### src/rtl/hsync_clamp_gen.sv
module hsync_clamp_gen #(
  parameter int CNT_W     = 10,
  parameter int END_RESET = 82
) (
  input  logic       clk,
  input  logic       rst,
  input  logic       hsync_n,
  input  logic       wr_en,
  input  logic [1:0] wr_addr,
  input  logic [7:0] wr_data,
  output logic       clamp_gate
);
  localparam int             HI_W     = CNT_W - 8;
  localparam logic [CNT_W-1:0] CNT_MAX  = '1;
  localparam logic [CNT_W-1:0] END_INIT = CNT_W'(END_RESET);

  logic             hs_prev;
  logic             hs_fall;
  logic [CNT_W-1:0] cnt;
  logic [CNT_W-1:0] start_hold, end_hold;
  logic [CNT_W-1:0] start_act, end_act;

  assign hs_fall = hs_prev & ~hsync_n;

  always_ff @(posedge clk) begin
    if (rst) hs_prev <= 1'b1;
    else     hs_prev <= hsync_n;
  end

  always_ff @(posedge clk) begin
    if (rst) begin
      start_hold <= '0;
      end_hold   <= END_INIT;
    end else if (wr_en) begin
      case (wr_addr)
        2'd0: start_hold[7:0]       <= wr_data;
        2'd1: start_hold[CNT_W-1:8] <= wr_data[HI_W-1:0];
        2'd2: end_hold[7:0]         <= wr_data;
        default: end_hold[CNT_W-1:8] <= wr_data[HI_W-1:0];
      endcase
    end
  end

  always_ff @(posedge clk) begin
    if (rst) begin
      start_act <= '0;
      end_act   <= END_INIT;
      cnt       <= CNT_MAX;
    end else if (hs_fall) begin
      start_act <= start_hold;
      end_act   <= end_hold;
      cnt       <= '0;
    end else if (cnt != CNT_MAX) begin
      cnt <= cnt + 1'b1;
    end
  end

  assign clamp_gate = (cnt >= start_act) && (cnt < end_act);

  AST_CNT_RESTART: assert property (@(posedge clk) disable iff (rst)
    hs_fall |=> cnt == '0);
  AST_NO_RESTART: assert property (@(posedge clk) disable iff (rst)
    (!hs_fall && cnt != CNT_MAX) |=> cnt == $past(cnt) + 1'b1);
  AST_SATURATE: assert property (@(posedge clk) disable iff (rst)
    (!hs_fall && cnt == CNT_MAX) |=> cnt == CNT_MAX);
  AST_SAT_LOW: assert property (@(posedge clk) disable iff (rst)
    cnt == CNT_MAX |-> !clamp_gate);
  AST_EMPTY_WINDOW: assert property (@(posedge clk) disable iff (rst)
    end_act <= start_act |-> !clamp_gate);
  AST_WINDOW_HELD: assert property (@(posedge clk) disable iff (rst)
    !hs_fall |=> $stable(start_act) && $stable(end_act));
endmodule

### config.mk
export PLATFORM = sky130hd
export DESIGN_NAME = hsync_clamp_gen
export DESIGN_NICKNAME = d
export VERILOG_FILES = /design/src/rtl/hsync_clamp_gen.sv
export SDC_FILE = /design/constraint.sdc
export NUM_CORES = 1
export LEC_CHECK = 0
export ABC_AREA = 1
export BUFFER_PORTS_ARGS = -buffer_cell sky130_fd_sc_hd__buf_2
export CAP_MARGIN = 5
export CORE_ASPECT_RATIO = 1.1
export CORE_UTILIZATION = 54
export DETAILED_ROUTE_END_ITERATION = 6
export GPL_TIMING_DRIVEN = 1
export PLACE_DENSITY = 0.84
export SLEW_MARGIN = 30
export SYNTH_ARGS = -nofsm -noshare
export SYNTH_HDL_FRONTEND = slang
export SYNTH_SLANG_ARGS = --single-unit
### constraint.sdc
create_clock -name clk -period 1.2 [get_ports clk]
set_clock_uncertainty 0.1 [all_clocks]
set_input_delay 0.12 -clock clk [delete_from_list [all_inputs] [get_ports clk]]
set_output_delay 0.12 -clock clk [all_outputs]
set_load 0.01 [all_outputs]
==> impl_table.tex <==
\begin{tabular}{lr}
\hline
Metric & Value \\
\hline
\multicolumn{2}{l}{\textbf{Power}} \\
\quad Fraction of power consumed by the clock network & 25.7\% \\
\quad Sequential share of power & 46.5\% \\
\quad Worst voltage drop across the vdd grid & 0.942 mV \\
\quad Switching power as a share of total power & 32.8\% \\
\quad Portion of total power attributed to combinational logic & 27.8\% \\
\quad PD cells & 1260 nW/um2 \\
\quad Internal Power & 2770 uW \\
\quad Net switching power & 1350 uW \\
\quad Leakage power figure & 0.00148 uW \\
\multicolumn{2}{l}{\textbf{Finish}} \\
\quad Filler cells & 287 \\
\quad ANT cells & 0 \\
\quad Final net count & 426 \\
\quad Layout area overhead & 33.6\% \\
\quad Layout cell share with drive strength beyond 1 & 30.8\% \\
\quad Post-layout utilization of the core & 75.9\% \\
\quad Most frequent standard cell in the layout excluding fill and tap cells & nor2\_1 \\
\quad Most frequent cells in the layout & nor2\_1, dfxtp\_1, nand2\_1 \\
\multicolumn{2}{l}{\textbf{Critical path}} \\
\quad List of cells traversed by the critical path & ha\_4 > a21o\_1 > nor2\_1 > nand3\_2 > a21oi\_2 > buf\_2 \\
\quad Buffering stage count on the worst path with inverters included & 1 \\
\quad Setup CP Type & register to output port \\
\quad Maximum fanout along the worst path & 3 \\
\quad Largest stage delay on the critical path & 0.42 ns \\
\quad Critical Path AT & 1.75 ns \\
\quad Element type at the critical path start & register \\
\quad Endpoint kind of the worst setup timing path & output port \\
\quad Worst-path cell with the longest stage delay & dfxtp\_1 \\
\quad Category of cells accounting for the largest share of critical-path delay & flip-flops \\
\quad Count of cells along the worst register-to-register path & 9 \\
\quad Data required time of the worst path & 0.98 ns \\
\quad Number of cells on the critical path & 6 \\
\multicolumn{2}{l}{\textbf{Timing}} \\
\quad Post-layout worst setup margin & -0.771 ns \\
\quad Final setup viols & 11 \\
\quad Post-Route Setup TNS & -4.11 ns \\
\quad Max-Slew Margin vs Limit & 81.7\% \\
\quad Unrepaired setup endpoints after global routing & true \\
\quad Maximum operating frequency & 507 MHz \\
\quad Max Slew Vio Count & 0 \\
\quad Final hold viol count & 0 \\
\quad Final hold slack & 0.0367 ns \\
\quad Crit path time final & 1.97 ns \\
\quad Slew of the pin with the lowest slew margin & 0.271 ns \\
\quad Final worst path period share & 164\% \\
\multicolumn{2}{l}{\textbf{Die}} \\
\quad Effective utilization at floorplan & 56.8\% \\
\quad Cell row count & 25 \\
\quad Core box area & 4320 um2 \\
\quad Area enclosed by the die boundary & 4820 um2 \\
\quad Die Span Y & 72.7 um \\
\quad Overall die width & 66.3 um \\
\quad Top-Level Pins & 15 \\
\multicolumn{2}{l}{\textbf{Global route}} \\
\quad Maximum number of pins on one net before global-route repair & 26 \\
\quad Wire length of the first global-routing pass & 10.4 mm \\
\quad Overflow after GRT & 0 \\
\quad Initial antenna violation count & 0 \\
\quad Gr usage total & 28.3\% \\
\quad Via count of the first global-routing pass & 2397 \\
\multicolumn{2}{l}{\textbf{Routing}} \\
\quad Number of remaining DRC errors & 0 \\
\quad Vias per std cell & 5.34 \\
\quad TritonRoute pass-1 iters & 5 \\
\quad Average detailed-routed wire length per instance & 14.8 um \\
\quad Total vias in the final route & 2387 \\
\quad Initial drt markers & 141 \\
\quad Antenna-violating nets left & 0 \\
\quad Aggregate routed wire length & 6.61 mm \\
\multicolumn{2}{l}{\textbf{Yosys}} \\
\quad Sequential fraction of the synthesis area & 41.6\% \\
\quad Synthesized netlist net count & 365 \\
\quad Area of the mapped netlist & 2450 um2 \\
\quad Distinct cells, synth & 22 \\
\quad Post-Syn Area per Cell & 7.41 um2 \\
\quad Synth warnings & 0 \\
\quad Post-Syn Instances & 331 \\
\quad Number of synthesized register bits & 51 \\
\multicolumn{2}{l}{\textbf{Clock tree}} \\
\quad Clock insertion delay at the later pin of the skew report & 0.32 ns \\
\quad CTS tree & done \\
\quad Number of sinks driven by the clock tree & 51 \\
\quad Root cell of the clock tree & clkbuf\_8 \\
\quad Number of buffers on the longest clock path & 2 \\
\quad Worst-path clk slew & 0.10 ns \\
\quad Total clock buffers created by CTS & 5 \\
\quad Number of H-tree levels & 2 \\
\multicolumn{2}{l}{\textbf{Min path}} \\
\quad Worst Hold Depth & 3 \\
\quad Class of the worst hold path & primary input to register \\
\multicolumn{2}{l}{\textbf{Place}} \\
\quad IO buf count & 14 \\
\quad Weighted congestion at the end of routability-driven global placement & 0.761 \\
\quad DPL Wire Length & 3.97 mm \\
\quad Setup Slack @ Placement & -0.294 ns \\
\multicolumn{2}{l}{\textbf{Status}} \\
\quad Result of the run & finished with violations \\
\quad Failing checks & setup timing \\
\multicolumn{2}{l}{\textbf{Flow run}} \\
\quad Total of max-cap violations & 0 \\
\hline
\end{tabular}
[state kept, by name (all words and copies together) (netlist names)]
| signal | flops |
|---|---|
| cnt | 10 |
| end_act | 10 |
| end_hold | 10 |
| start_act | 10 |
| start_hold | 10 |
| hs_prev | 1 |
[final timing paths]
check	startpoint	end	slack, ns
worst max-delay path	cnt[9]	clamp_gate	-0.77
worst min-delay path	rst	cnt[9]	0.04
worst max register to register	cnt[0]	cnt[1]	-0.42
worst min register to register	end_hold[8]	end_hold[8]	0.35
[timing repair]
item	in CTS	in global routing
setup endpoints to repair	11	13
hold buffers	10	0
pin swaps	9	16
resized for setup	17	26
hold endpoints to repair	18	0
setup buffers	4	1
[cells by family after synthesis]
kind of cell    count (synthesis)  share of synthesized area (%)
compound gates                 73                           15.6
fa+ha+maj                      20                           10.2
buf+inv                        58                           9.23
flops                          51                           41.6
simple gates                  129                           23.4
[layer usage]
layer | up-vias | GRT usage, % | part of all wire, %
met1 | 1093 | 30.9 | 40
met4 | 0 | 14.4 | 3.7
met3 | 26 | 5.31 | 3.9
met2 | 75 | 51.4 | 52
li1 | 1193 | - | -
met5 | - | 0 | 0
[power groups by stage]
stage          logic, uW  clock network (uW)  registers [uW]
2_1_floorplan        567                   0            1920
3_3_place_gp         842                   0            1920
3_5_place_dp         895                   0            1930
4_1_cts             1020                1060            1890
5_1_grt             1260                1120            1930
6_report            1140                1060            1920
[synth_stat cells]
library cell  instances  share of area, %
ha_1                 20                10
a31oi_1               1              0.26
clkinv_1              1              0.15
nor2_1               48               7.3
dfxtp_1              51                42
buf_2                 7               1.4
nand3_2               3               1.2
nand2_1              46               7.0
inv_1                36               5.5
nor2_4                3               1.4
o21a_1                1              0.31
a21o_1                1              0.31
inv_2                11               1.7
o211ai_1              3              0.92
o21ai_0              22               4.5
nand2_2               6               1.5
nand3_1              20               4.1
o21ai_1              19               3.9
nand4_1               3              0.77
o21bai_1              1              0.31
a21oi_1              25               5.1
clkbuf_1              3              0.46
[worst min-delay path, cell delays in order]
cell and delay [ns]:
buf_2 0.09, inv_2 0.11, nand2_1 0.10
[cell type report]
cell class	instances	area, um2	share of cell area, %
Clock buffer	5	68.8	2.10
Tap cell	54	67.6	2.06
Clock inverter	3	27.5	0.840
Timing Repair Buffer	64	490	15.0
Multi-Input combinational cell	222	1410	43.0
Sequential cell	51	1030	31.5
Inverter	48	183	5.58
[per-stage QoR]
stage	cell area (um2)	std cells	total power (uW)
after CTS	3160	447	3980
after global placement	2850	425	2760
after global routing	3280	447	4310
final	3280	447	4120
after floorplan	2480	331	2480
after detailed placement	2850	425	2820
(Power assumes the default switching activity.)
